File: src/rtl/kwd_pkg.sv
`timescale 1ns/1ps
package kwd_pkg;

    localparam logic [15:0] KICK_KEY = 16'h4755;

    // word indices (byte offset / 4)
    localparam int W_COUNT  = 0;
    localparam int W_RELOAD = 1;
    localparam int W_KICK   = 2;
    localparam int W_CTRL   = 3;
    localparam int W_STAT   = 4;
    localparam int W_CLEAR  = 5;

    // control bit positions
    localparam int C_RUN     = 0;
    localparam int C_SYSRST  = 1;
    localparam int C_PREIRQ  = 2;
    localparam int C_EXTSIG  = 3;
    localparam int C_SLOWTCK = 4;
    localparam int C_SCOPE   = 5;
    localparam int C_ALTBOOT = 7;

    // status bit positions
    localparam int S_TIMEOUT = 0;
    localparam int S_ALTBOOT = 1;
    localparam int S_PRE     = 2;
    localparam int STAT_W    = 3;

    typedef enum logic [1:0] {
        SCOPE_SOC  = 2'b00,
        SCOPE_CHIP = 2'b01,
        SCOPE_CPU  = 2'b10,
        SCOPE_RSVD = 2'b11
    } scope_e;

    typedef enum logic [1:0] {
        ST_HALT    = 2'b00,
        ST_COUNT   = 2'b01,
        ST_EXPIRED = 2'b10
    } wd_state_e;

endpackage

File: src/rtl/kwd_regfile.sv
`timescale 1ns/1ps
module kwd_regfile
    import kwd_pkg::*;
#(
    parameter int DATA_W = 32,
    parameter int ADDR_W = 5
) (
    input  logic                  clk,
    input  logic                  rst_n,
    input  logic                  wr,
    input  logic [ADDR_W-1:0]     addr,
    input  logic [DATA_W-1:0]     wdata,
    input  logic [DATA_W-1:0]     cnt,
    input  logic [STAT_W-1:0]     stat,
    output logic [DATA_W-1:0]     rdata,
    output logic [DATA_W-1:0]     ctrl_q,
    output logic [DATA_W-1:0]     reload_q,
    output logic                  kick_hit,
    output logic                  clr_hit
);
    localparam int WORD_AW = ADDR_W - 2;

    logic [WORD_AW-1:0] widx;
    logic               sel_ctrl;
    logic               sel_reload;
    logic [1:0]         unused_byte_lane;

    assign widx             = addr[ADDR_W-1:2];
    assign unused_byte_lane = addr[1:0];

    assign sel_ctrl   = wr && (widx == WORD_AW'(W_CTRL));
    assign sel_reload = wr && (widx == WORD_AW'(W_RELOAD));
    assign kick_hit   = wr && (widx == WORD_AW'(W_KICK))
                           && (wdata == DATA_W'(KICK_KEY));
    assign clr_hit    = wr && (widx == WORD_AW'(W_CLEAR)) && wdata[0];

    always_ff @(posedge clk) begin
        if (!rst_n) begin
            ctrl_q   <= '0;
            reload_q <= '0;
        end else begin
            if (sel_ctrl)   ctrl_q   <= wdata;
            if (sel_reload) reload_q <= wdata;
        end
    end

    always_comb begin
        case (widx)
            WORD_AW'(W_COUNT):  rdata = cnt;
            WORD_AW'(W_RELOAD): rdata = reload_q;
            WORD_AW'(W_CTRL):   rdata = ctrl_q;
            WORD_AW'(W_STAT):   rdata = {{(DATA_W-STAT_W){1'b0}}, stat};
            default:            rdata = '0;
        endcase
    end

endmodule

File: src/rtl/kwd_counter.sv
`timescale 1ns/1ps
module kwd_counter
    import kwd_pkg::*;
#(
    parameter int CNT_W = 32
) (
    input  logic             clk,
    input  logic             rst_n,
    input  logic             en,
    input  logic             tick,
    input  logic             kick,
    input  logic [CNT_W-1:0] reload,
    output logic [CNT_W-1:0] cnt,
    output logic             expire,
    output logic             running
);
    wd_state_e  state_q, state_d;
    logic       dec;

    // state register
    always_ff @(posedge clk) begin
        if (!rst_n) state_q <= ST_HALT;
        else        state_q <= state_d;
    end

    // transitions
    always_comb begin
        state_d = state_q;
        unique case (state_q)
            ST_HALT, ST_COUNT: begin
                if (kick)        state_d = en ? ST_COUNT : ST_HALT;
                else if (expire) state_d = ST_EXPIRED;
                else             state_d = en ? ST_COUNT : ST_HALT;
            end
            ST_EXPIRED: begin
                if (kick)        state_d = en ? ST_COUNT : ST_HALT;
            end
            default:             state_d = ST_HALT;
        endcase
    end

    // outputs of the machine
    always_comb begin
        running = en && (state_q != ST_EXPIRED);
        dec     = running && tick && !kick;
        expire  = dec && (cnt <= CNT_W'(1));
    end

    // count register
    always_ff @(posedge clk) begin
        if (!rst_n) begin
            cnt <= '1;
        end else if (kick) begin
            cnt <= reload;
        end else if (dec) begin
            cnt <= expire ? '0 : cnt - CNT_W'(1);
        end
    end

endmodule

File: src/rtl/kwd_status.sv
`timescale 1ns/1ps
module kwd_status
    import kwd_pkg::*;
(
    input  logic              clk,
    input  logic              rst_n,
    input  logic              expire,
    input  logic              altboot_sel,
    input  logic              pre_hit,
    input  logic              clr,
    output logic [STAT_W-1:0] stat,
    output logic              irq
);
    logic [STAT_W-1:0] set_vec;
    logic [STAT_W-1:0] stat_d;

    always_comb begin
        set_vec            = '0;
        set_vec[S_TIMEOUT] = expire;
        set_vec[S_ALTBOOT] = expire && altboot_sel;
        set_vec[S_PRE]     = pre_hit;
    end

    // a set on the same edge as a clear survives
    for (genvar b = 0; b < STAT_W; b++) begin : g_flag
        assign stat_d[b] = set_vec[b] | (stat[b] & ~clr);
    end

    always_ff @(posedge clk) begin
        if (!rst_n) stat <= '0;
        else        stat <= stat_d;
    end

    assign irq = stat[S_PRE];

endmodule

File: src/rtl/keyed_watchdog.sv
`timescale 1ns/1ps
module keyed_watchdog
    import kwd_pkg::*;
#(
    parameter int DATA_W  = 32,
    parameter int ADDR_W  = 5,
    parameter int THR_LSB = 10
) (
    input  logic              clk,
    input  logic              rst_n,
    input  logic              tick_1m,
    input  logic              bus_wr,
    input  logic [ADDR_W-1:0] bus_addr,
    input  logic [DATA_W-1:0] bus_wdata,
    output logic [DATA_W-1:0] bus_rdata,
    output logic              rst_req,
    output logic [1:0]        rst_scope,
    output logic              ext_req,
    output logic              irq
);
    logic [DATA_W-1:0] ctrl_q;
    logic [DATA_W-1:0] reload_q;
    logic [DATA_W-1:0] cnt;
    logic [STAT_W-1:0] stat;
    logic              kick_hit;
    logic              clr_hit;
    logic              tick_sel;
    logic              expire;
    logic              running;
    logic              pre_hit;
    logic [DATA_W-1:0] thr;
    logic              unused_ctrl_bits;

    kwd_regfile #(.DATA_W(DATA_W), .ADDR_W(ADDR_W)) u_regs (
        .clk      (clk),
        .rst_n    (rst_n),
        .wr       (bus_wr),
        .addr     (bus_addr),
        .wdata    (bus_wdata),
        .cnt      (cnt),
        .stat     (stat),
        .rdata    (bus_rdata),
        .ctrl_q   (ctrl_q),
        .reload_q (reload_q),
        .kick_hit (kick_hit),
        .clr_hit  (clr_hit)
    );

    assign tick_sel = ctrl_q[C_SLOWTCK] ? tick_1m : 1'b1;

    kwd_counter #(.CNT_W(DATA_W)) u_count (
        .clk     (clk),
        .rst_n   (rst_n),
        .en      (ctrl_q[C_RUN]),
        .tick    (tick_sel),
        .kick    (kick_hit),
        .reload  (reload_q),
        .cnt     (cnt),
        .expire  (expire),
        .running (running)
    );

    assign thr     = {ctrl_q[DATA_W-1:THR_LSB], {THR_LSB{1'b0}}};
    assign pre_hit = ctrl_q[C_PREIRQ] && running && (cnt <= thr);
    assign unused_ctrl_bits = ^ctrl_q[THR_LSB-1:C_ALTBOOT+1];

    kwd_status u_stat (
        .clk         (clk),
        .rst_n       (rst_n),
        .expire      (expire),
        .altboot_sel (ctrl_q[C_ALTBOOT]),
        .pre_hit     (pre_hit),
        .clr         (clr_hit),
        .stat        (stat),
        .irq         (irq)
    );

    always_ff @(posedge clk) begin
        if (!rst_n) begin
            rst_req <= 1'b0;
            ext_req <= 1'b0;
        end else begin
            rst_req <= expire && ctrl_q[C_SYSRST];
            ext_req <= expire && ctrl_q[C_EXTSIG];
        end
    end

    assign rst_scope = ctrl_q[C_SCOPE+1:C_SCOPE];

endmodule

File: config.mk
export PLATFORM = sky130hd
export DESIGN_NAME = keyed_watchdog
export DESIGN_NICKNAME = d
export VERILOG_FILES = /design/src/rtl/kwd_pkg.sv /design/src/rtl/kwd_regfile.sv /design/src/rtl/kwd_counter.sv /design/src/rtl/kwd_status.sv /design/src/rtl/keyed_watchdog.sv
export SDC_FILE = /design/constraint.sdc
export NUM_CORES = 1
export LEC_CHECK = 0
export ABC_AREA = 1
export BUFFER_PORTS_ARGS = -buffer_cell sky130_fd_sc_hd__buf_2
export CORE_MARGIN = 1
export CORE_UTILIZATION = 60
export DETAILED_ROUTE_END_ITERATION = 6
export HOLD_SLACK_MARGIN = 0.02
export PLACE_DENSITY = 0.86
export SLEW_MARGIN = 10
export SYNTH_ARGS = -nofsm -noshare
export SYNTH_HDL_FRONTEND = slang
export SYNTH_HIERARCHICAL = 1
export SYNTH_SLANG_ARGS = --single-unit
export TNS_END_PERCENT = 1
File: constraint.sdc
create_clock -name clk -period 4.32 [get_ports clk]
set_input_delay 0 -clock clk [delete_from_list [all_inputs] [get_ports clk]]
set_output_delay 0 -clock clk [all_outputs]
set_load 0.01 [all_outputs]
==> summary.log, run 1 <==
INFO  outcome        outcome=finished, final reports clean
INFO  yosys          post_synth_inst_count=996
INFO  timing         setup_viol=0
INFO  detailed_routing drt_wl_total=18200um
INFO  grt            first_global_vias=5958
INFO  timing         finalHoldViolCount=0
INFO  clock_tree     ctsLongestPathBuffers=2
INFO  critical_path  setup.worst_path.class=in -> reg
INFO  floorplan      die_height=105.1um
INFO  detailed_routing initial_drc_count=654
INFO  yosys          netlist_area=6380um2
INFO  yosys          synth_top_family_by_area=simple AND/OR/NAND/NOR gates
INFO  yosys          ys_async_sr_fraction=0%
INFO  yosys          muxShareOfSynthArea=0%
INFO  yosys          yosys.cell_types.count=37
INFO  final_layout   layout-area-overhead-vs-synth=13.81%
INFO  power          power.static_leakage=3.120nW
INFO  yosys          number_of_nets_produced_by_synthesis=1061
INFO  timing         layout_worst_path_cycle_share=62.16%
INFO  placed_design  place_congestion=0.9397
INFO  detailed_routing antenna_left=0
INFO  detailed_routing drcViolationCount=0
INFO  final_layout   insertedDiodeCount=0
INFO  critical_path  critPathLaunchType=primary input
INFO  floorplan      pin_count=78
INFO  clock_tree     tritoncts.num_buffers=9
INFO  floorplan      placementRows=37
INFO  yosys          synth.yosys.seq_area_share=32.32%
INFO  yosys          average_footprint_of_a_synthesized_cell=6.405um2
INFO  floorplan      floorplan.core_area=10320um2
INFO  clock_tree     cts.clk_slew.worst_paths=110ps
INFO  critical_path  timing.critical_path.arrival=2990ps
INFO  critical_path  worst_path_largest_cell_delay=540ps
INFO  timing         slew_violations=0
INFO  critical_path  worstPathRequired=4630ps
INFO  critical_path  setup_slack_reg_to_reg=2200ps
INFO  critical_path  worst-path-max-fanout=34
INFO  grt            global_route_wire_length_before_repair=29170um
INFO  clock_tree     cts_tree=yes
INFO  hold_path      hold_path_class=in -> reg
INFO  timing         max_slew.worst_pin.slew=1060ps
INFO  timing         slew_headroom=29.08%
INFO  yosys          synth-adder-area-share=4.707%
INFO  clock_tree     cts_resized=0
INFO  floorplan      die_area=11050um2
INFO  power          ir_worst_vdd=0.0001556V
INFO  final_layout   final_design_area_no_fill=7261um2
INFO  grt            track_usage=33.28%
INFO  placed_design  postPlaceCellArea=6750um2
INFO  critical_path  crit_end_category=flip-flop
INFO  grt            leftover_overflow_at_the_end_of_global_routing=0
INFO  critical_path  critical_path_cell_list=dlygate4sd3_1 -> buf_2 -> nor2_1 -> nand2_1 -> nor2_1 -> nand3_1 -> nor2_2 -> buf_4 -> nor2_1 -> nand2_1 -> nor2_1 -> nand2_1 -> nor2_2 -> a21oi_4 -> nand2_4 -> o21ai_0
INFO  clock_tree     cts_root_buffer=sky130_fd_sc_hd__clkbuf_8
INFO  grt            grt_max_degree=68
INFO  placed_design  post-dp-hpwl=12370um
INFO  clock_tree     cts_max_level=3
INFO  floorplan      start_util=61.80%
INFO  detailed_routing route.vias.total=6729
INFO  clock_tree     clock_latency=370ps
INFO  power          power-per-cell-area=258.2nW/um2
INFO  final_layout   nets=1144
INFO  timing         grt_setup_unrepaired=false
INFO  yosys          ys_seq_elements=103
INFO  timing         clock_skew=14.32ps
INFO  critical_path  crit_path_frequent_cell=sky130_fd_sc_hd__nor2_1
INFO  critical_path  cpMaxStageDelayCell=sky130_fd_sc_hd__dlygate4sd3_1
INFO  timing         clock.fmax=372.4MHz
INFO  yosys          synth-main-ff-cell=sky130_fd_sc_hd__dfxtp_1
INFO  clock_tree     cts.sinks=103
INFO  yosys          yosys_warnings=6
INFO  detailed_routing drt-vias-per-instance=5.516
INFO  yosys          synth_xor_area_share=2.883%
INFO  timing         final.min_clock_period=2685ps
INFO  detailed_routing drt-pass1-iter-count=6
INFO  final_layout   final.fill_count=838
INFO  floorplan      fp.dieW=105.1um
INFO  timing         tns=0ps
INFO  run            maxcap_violations=0
INFO  detailed_routing avgRoutedWirePerCell=14.92um
INFO  yosys          compound_gate_portion_of_the_synthesized_area=16.49%
INFO  placed_design  port_buffers=75
INFO  grt            grt_antenna_before_repair=0
INFO  yosys          synth_simple_gate_area_share=31.28%
INFO  final_layout   drive_above_1_share=12.18%
INFO  yosys          synth_enable_flop_cells=0
-- repair_timing --
item	4_1_cts	5_1_grt
endpoints found under the hold margin	62	0
setup buffers	0	0
hold buffers	32	0
-- per-stage QoR --
step,setup slack (ps),utilization [%],instances,power [W],hold WS [ps]
5_1_grt,1493,70.33,1220,0.001937,92.70
6_report,1635,70.33,1220,0.001875,57.89
4_1_cts,1704,70.33,1220,0.001866,55.84
3_3_place_gp,1863,65.39,1172,0.001235,292.9
2_1_floorplan,2736,-,996,0.001159,143.4
3_5_place_dp,1855,65.39,1172,0.001241,300.2
-- power by group --
group	switching, W	internal [W]
logic	0.000152	0.000100
registers	0.0000241	0.000975
clock network	0.000354	0.000269
total	0.000530	0.00134
-- cells by family after synthesis --
family | count (synthesis)
compound gates | 171
xor+xnor | 21
fa+ha+maj | 24
buf+inv | 186
flops | 103
simple gates | 491
-- cell usage in the layout (no fill, tap or decap) --
master / synthesis / routed
sky130_fd_sc_hd__ha_1: 24 / 24
sky130_fd_sc_hd__clkinv_1: 1 / 1
sky130_fd_sc_hd__a21oi_1: 68 / 68
sky130_fd_sc_hd__clkinvlp_4: 0 / 2
sky130_fd_sc_hd__o211ai_1: 30 / 30
sky130_fd_sc_hd__xnor2_1: 5 / 5
sky130_fd_sc_hd__o21ai_0: 50 / 50
sky130_fd_sc_hd__dfxtp_1: 103 / 103
sky130_fd_sc_hd__nand2_2: 2 / 3
sky130_fd_sc_hd__nand3_1: 35 / 35
sky130_fd_sc_hd__nand3_2: 2 / 2
sky130_fd_sc_hd__a221oi_1: 6 / 6
sky130_fd_sc_hd__a21o_1: 1 / 1
sky130_fd_sc_hd__o21bai_2: 9 / 9
sky130_fd_sc_hd__dlygate4sd3_1: 0 / 32
sky130_fd_sc_hd__bufinv_16: 0 / 1
sky130_fd_sc_hd__clkinv_4: 0 / 1
sky130_fd_sc_hd__o21bai_4: 1 / 1
sky130_fd_sc_hd__a21oi_2: 1 / 1
sky130_fd_sc_hd__nor2_2: 6 / 8
sky130_fd_sc_hd__xor2_1: 16 / 16
sky130_fd_sc_hd__nand2_1: 271 / 270
sky130_fd_sc_hd__clkbuf_8: 0 / 9
sky130_fd_sc_hd__nand4_1: 10 / 10
sky130_fd_sc_hd__nor2_4: 2 / 2
sky130_fd_sc_hd__buf_2: 9 / 75
sky130_fd_sc_hd__buf_4: 2 / 8
sky130_fd_sc_hd__inv_2: 4 / 4
sky130_fd_sc_hd__o21bai_1: 3 / 3
sky130_fd_sc_hd__clkbuf_1: 21 / 2
sky130_fd_sc_hd__nand2_4: 1 / 1
sky130_fd_sc_hd__o21ai_2: 1 / 1
sky130_fd_sc_hd__and3_1: 2 / 2
sky130_fd_sc_hd__inv_1: 138 / 138
sky130_fd_sc_hd__clkinv_2: 0 / 1
sky130_fd_sc_hd__nor3_4: 1 / 2
sky130_fd_sc_hd__a21oi_4: 1 / 1
sky130_fd_sc_hd__nor2_1: 154 / 152
sky130_fd_sc_hd__nor3_1: 4 / 4
-- cells in the mapped netlist (2+ instances only) --
| cell | n | area (um2) |
|---|---|---|
| sky130_fd_sc_hd__nor2_4 | 2 | 22.52 |
| sky130_fd_sc_hd__inv_1 | 138 | 518.0 |
| sky130_fd_sc_hd__a21oi_1 | 68 | 340.3 |
| sky130_fd_sc_hd__o21bai_1 | 3 | 22.52 |
| sky130_fd_sc_hd__a221oi_1 | 6 | 52.55 |
| sky130_fd_sc_hd__dfxtp_1 | 103 | 2062 |
| sky130_fd_sc_hd__buf_2 | 9 | 45.04 |
| sky130_fd_sc_hd__buf_4 | 2 | 15.01 |
| sky130_fd_sc_hd__xnor2_1 | 5 | 43.79 |
| sky130_fd_sc_hd__nor2_2 | 6 | 37.54 |
| sky130_fd_sc_hd__nand4_1 | 10 | 62.56 |
| sky130_fd_sc_hd__nand3_1 | 35 | 175.2 |
| sky130_fd_sc_hd__o211ai_1 | 30 | 225.2 |
| sky130_fd_sc_hd__clkbuf_1 | 21 | 78.83 |
| sky130_fd_sc_hd__nand3_2 | 2 | 20.02 |
| sky130_fd_sc_hd__nor2_1 | 154 | 578.1 |
| sky130_fd_sc_hd__o21bai_2 | 9 | 101.4 |
| sky130_fd_sc_hd__buf_1 | 3 | 11.26 |
| sky130_fd_sc_hd__nor3_1 | 4 | 20.02 |
| sky130_fd_sc_hd__and3_1 | 2 | 12.51 |
| sky130_fd_sc_hd__ha_1 | 24 | 300.3 |
| sky130_fd_sc_hd__nand2_1 | 271 | 1017 |
| sky130_fd_sc_hd__nand2_2 | 2 | 12.51 |
| sky130_fd_sc_hd__inv_2 | 4 | 15.01 |
| sky130_fd_sc_hd__xor2_1 | 16 | 140.1 |
| sky130_fd_sc_hd__buf_6 | 7 | 78.83 |
| sky130_fd_sc_hd__o21ai_0 | 50 | 250.2 |
-- registers in the layout (all words and copies together), names as in the netlist --
register         count
u_regs/reload_q     32
u_count/state_q      2
u_regs/ctrl_q       32
u_count/cnt         32
u_stat/stat          3
ext_req              1
rst_req              1
-- worst paths after layout --
kind | start | to | cells past startpoint
worst min register to register | u_regs/ctrl_q[9] | u_regs/ctrl_q[9] | 2
worst min-delay path | bus_wr | u_regs/ctrl_q[1] | 5
worst max-delay path | bus_wdata[26] | u_count/cnt[31] | 16
worst max register to register | u_count/cnt[0] | u_count/cnt[31] | 7
-- routing by layer --
| layer | global-route usage, % | part of all wire, % | up-vias |
|---|---|---|---|
| met5 | 0 | 0 | - |
| met4 | 11.17 | 2.6 | 0 |
| met3 | 4.928 | 11 | 56 |
| met2 | 50.24 | 44 | 394 |
| met1 | 48.29 | 43 | 2980 |
| li1 | - | - | 3299 |
-- cell type report --
class	count	area, um2	share of cell area (%)
clock buffer	11	131.4	1.809
clock inverter	5	58.81	0.8099
inverter	143	536.8	7.393
multi-input combinational	707	3546	48.84
sequential	103	2062	28.40
tap	136	170.2	2.344
timing repair buffer	115	755.7	10.41
-- critical path: cells and delay by family --
kind                   cells  cell delay [ps]
AOI/OAI and AO/OA          2              600
buffers and inverters      3             1090
and+or+nand+nor           11             1270
Note: power is estimated with default switching activity, not from simulation.
==> inputs of run 2 (changes only) <==
--- a/config.mk
+++ b/config.mk
@@ -8,10 +8,10 @@
 export ABC_AREA = 1
 export BUFFER_PORTS_ARGS = -buffer_cell sky130_fd_sc_hd__buf_2
 export CORE_MARGIN = 1
-export CORE_UTILIZATION = 60
+export CORE_UTILIZATION = 53
 export DETAILED_ROUTE_END_ITERATION = 6
 export HOLD_SLACK_MARGIN = 0.02
-export PLACE_DENSITY = 0.86
+export PLACE_DENSITY = 0.81
 export SLEW_MARGIN = 10
 export SYNTH_ARGS = -nofsm -noshare
 export SYNTH_HDL_FRONTEND = slang
==> constraint.sdc (replaced) <==
create_clock -name clk -period 2.4 [get_ports clk]
set_input_delay 0 -clock clk [delete_from_list [all_inputs] [get_ports clk]]
set_output_delay 0 -clock clk [all_outputs]
set_load 0.01 [all_outputs]
==> run 2 against run 1 <==
Compared with the run above:
- count of clock-buffer cells in the layout fell by 1
- via count rose by 0.49%
- setup slack lost 1400 ps
- global-route usage is 2.3 points lower
- clock power grew to 2.6 times the previous value
- cell count grew 1.1%
- core utilization shrank 5.8 points
- cell area is 2.9% higher
- sequential share of layout area is 0.79 points lower
- sequential power grew 80%
- critical endpoint is now u_count/cnt[24]
==> summary.log, run 2 (synthesized netlist as in run 1, its figures left out) <==
INFO  outcome        outcome=finished, final reports clean [unchanged]
INFO  detailed_routing drt-vias-per-instance=5.484 [was 5.516]
INFO  critical_path  rr_endpoint=u_stat/stat[2] [was u_count/cnt[31]]
INFO  hold_path      hold_path_class=in -> reg [unchanged]
INFO  placed_design  pre_cts_slack=353.1ps [was 1855 ps]
INFO  clock_tree     cts_tree=yes [unchanged]
INFO  final_layout   insertedDiodeCount=0 [unchanged]
INFO  grt            grt_antenna_before_repair=0 [unchanged]
INFO  critical_path  worst-path-max-fanout=11 [was 34]
INFO  hold_path      min-delay-start=bus_addr[2] [was bus_wr]
INFO  critical_path  rr_worst_depth=10 [was 7]
INFO  critical_path  cpMaxStageDelayCell=sky130_fd_sc_hd__dlygate4sd3_1 [unchanged]
INFO  detailed_routing initial_drc_count=651 [was 654]
INFO  power          power-per-cell-area=518.4nW/um2 [was 258.2 nW/um2]
INFO  run            maxcap_violations=0 [unchanged]
INFO  detailed_routing drt-pass1-iter-count=5 [was 6]
INFO  timing         layout_worst_path_cycle_share=90.58%
INFO  clock_tree     cts.clk_slew.worst_paths=70ps [was 110 ps]
INFO  critical_path  setup_slack_reg_to_reg=530ps [was 2200 ps]
INFO  timing         clock_skew=6.376ps [was 14.32 ps]
INFO  power          ir_worst_vdd=0.0003686V [was 0.0001556 V]
INFO  detailed_routing antenna_left=0 [unchanged]
INFO  critical_path  critical_path.reg2reg.startpoint=u_regs/ctrl_q[27] [was u_count/cnt[0]]
INFO  grt            track_usage=30.98% [was 33.28%]
INFO  timing         max_slew.worst_pin.slew=983.3ps [was 1060 ps]
INFO  floorplan      pin_count=78 [unchanged]
INFO  detailed_routing drt_wl_total=18710um [was 18200 um]
INFO  floorplan      floorplan.core_area=11560um2 [was 10320 um2]
INFO  grt            first_global_vias=6224 [was 5958]
INFO  timing         finalHoldViolCount=0 [unchanged]
INFO  critical_path  cp_num_buf_inv=5 [was 3]
INFO  placed_design  port_buffers=75 [unchanged]
INFO  detailed_routing avgRoutedWirePerCell=15.18um [was 14.92 um]
INFO  final_layout   nets=1150 [was 1144]
INFO  final_layout   largest_registers=u_count/cnt: 32 flops, u_regs/ctrl_q: 32 flops, u_regs/reload_q: 32 flops [unchanged]
INFO  critical_path  critPathLaunchType=primary input [unchanged]
INFO  critical_path  crit_end_category=flip-flop [unchanged]
INFO  final_layout   most_used_cells_in_the_layout_excluding_fill_and_tap_cells=sky130_fd_sc_hd__nand2_1, sky130_fd_sc_hd__nor2_1, sky130_fd_sc_hd__inv_1, sky130_fd_sc_hd__dfxtp_1, sky130_fd_sc_hd__buf_2 [unchanged]
INFO  grt            global_route_wire_length_before_repair=30630um [was 29170 um]
INFO  timing         hold_slack=101.5ps [was 57.89 ps]
INFO  floorplan      start_util=55.17% [was 61.80%]
INFO  critical_path  timing.critical_path.arrival=2400ps [was 2990 ps]
INFO  clock_tree     cts.sinks=103 [unchanged]
INFO  final_layout   layout-area-overhead-vs-synth=17.06% [was 13.81%]
INFO  floorplan      die_height=111.7um [was 105.1 um]
INFO  detailed_routing route.vias.total=6762 [was 6729]
INFO  critical_path  worst_path_largest_cell_delay=530ps [was 540 ps]
INFO  timing         slew_headroom=34.38% [was 29.08%]
INFO  clock_tree     clock_latency=350ps [was 370 ps]
INFO  clock_tree     ctsLongestPathBuffers=2 [unchanged]
INFO  power          power.static_leakage=3.220nW [was 3.120 nW]
INFO  final_layout   drive_above_1_share=12.84% [was 12.18%]
INFO  floorplan      placementRows=39 [was 37]
INFO  final_layout   post_route_insts_no_fill=1233 [was 1220]
INFO  timing         grt_setup_unrepaired=false [unchanged]
INFO  timing         final_critical_path_setup_slack=226.2ps [was 1635 ps]
INFO  clock_tree     tritoncts.num_buffers=9 [unchanged]
INFO  timing         slew_violations=0 [unchanged]
INFO  timing         clock.fmax=460.0MHz
INFO  final_layout   final.fill_count=1020 [was 838]
INFO  hold_path      worstHoldEndpoint=u_regs/ctrl_q[0] [was u_regs/ctrl_q[1]]
INFO  floorplan      die_area=12480um2 [was 11050 um2]
INFO  detailed_routing drcViolationCount=0 [unchanged]
INFO  grt            grt_max_degree=68 [unchanged]
INFO  timing         setup_viol=0 [unchanged]
INFO  critical_path  setup.worst_path.class=in -> reg [unchanged]
INFO  critical_path  worstSetupPathDepth=13 [was 16]
INFO  critical_path  worst_path_dominant_cell_family=buffers and inverters [was simple AND/OR/NAND/NOR gates]
INFO  placed_design  post-dp-hpwl=12850um [was 12370 um]
INFO  timing         final.min_clock_period=2174ps
INFO  critical_path  critical_path_cell_list=dlygate4sd3_1 -> buf_2 -> inv_1 -> nor2_1 -> nand2_1 -> nor2_1 -> nand3_1 -> nor2_2 -> inv_1 -> nand2_1 -> inv_1 -> a221oi_1 -> nand2_1 [was dlygate4sd3_1 -> buf_2 -> nor2_1 -> nand2_1 -> nor2_1 -> nand3_1 -> nor2_2 -> buf_4 -> nor2_1 -> nand2_1 -> nor2_1 -> nand2_1 -> nor2_2 -> a21oi_4 -> nand2_4 -> o21ai_0]
INFO  final_layout   layout.cells.most_common=sky130_fd_sc_hd__nand2_1 [unchanged]
INFO  clock_tree     cts_max_level=3 [unchanged]
INFO  placed_design  dp.cells=1184 [was 1172]
INFO  timing         tns=0ps [unchanged]
INFO  critical_path  worstPathRequired=2620ps [was 4630 ps]
INFO  grt            leftover_overflow_at_the_end_of_global_routing=0 [unchanged]
INFO  hold_path      whs_path_depth=5 [unchanged]
INFO  floorplan      fp.dieW=111.7um [was 105.1 um]
INFO  clock_tree     cts_root_buffer=sky130_fd_sc_hd__clkbuf_16 [was sky130_fd_sc_hd__clkbuf_8]
INFO  placed_design  place_congestion=0.9595 [was 0.9397]
[run 2: worst max path at each step]
stage / from / endpoint / slack, ps
floorplan: u_count/cnt[0] / u_count/cnt[13] / 820
global placement: bus_addr[3] / u_count/cnt[31] / 400
detailed placement: bus_addr[3] / u_count/cnt[31] / 350
CTS: bus_wdata[0] / u_count/cnt[31] / 210
global route: bus_wdata[0] / u_count/cnt[10] / 40
finish: bus_wdata[0] / u_count/cnt[24] / 230
[run 2: area by class of cell]
class                   count  area [um2]  area share, %
multi-input cells         707        3546          47.48
flip-flops and latches    103        2062          27.61
repair buffers            121       813.3          10.89
clock inverters             6       92.59          1.240
inverters                 143       536.8          7.187
well taps                 143       178.9          2.396
clock buffers              10       239.0          3.200
[run 2: per-stage QoR]
step	power, W	utilization, %	cell area [um2]
after floorplan	0.002085	-	6380
after global placement	0.002226	58.77	6797
after detailed placement	0.002234	58.77	6797
after CTS	0.003873	64.41	7448
after global routing	0.004013	64.58	7468
final	0.003872	64.58	7468
[run 2: repair_timing]
item	4_1_cts	5_1_grt
endpoints found under the setup margin	0	4
hold buffers	32	0
endpoints found under the hold margin	61	0
gates resized for setup	0	0
setup buffers	0	1
[run 2: per-layer routing]
metal	routed length, um	vias up	GRT usage [%]
li1	-	3316	-
met5	0	-	0
met3	1849	37	5.008
met1	8301	3074	44.35
met4	467	0	10.54
met2	8094	335	47.12
[run 2: worst reg2reg max path, stage by stage (launching register included)]
cell and delay, ps:
sky130_fd_sc_hd__dfxtp_1 350, sky130_fd_sc_hd__inv_1 50, sky130_fd_sc_hd__ha_1 290, sky130_fd_sc_hd__nand2_1 70, sky130_fd_sc_hd__nor2_1 270, sky130_fd_sc_hd__nand2_2 120, sky130_fd_sc_hd__nor2_2 160, sky130_fd_sc_hd__nand3_1 120
sky130_fd_sc_hd__a21oi_2 170, sky130_fd_sc_hd__inv_1 60, sky130_fd_sc_hd__a21oi_1 130
[run 2: power by group]
part	internal (W)	switching, W
combinational	0.000183	0.000272
sequential	0.00175	0.0000454
clock	0.000948	0.000669
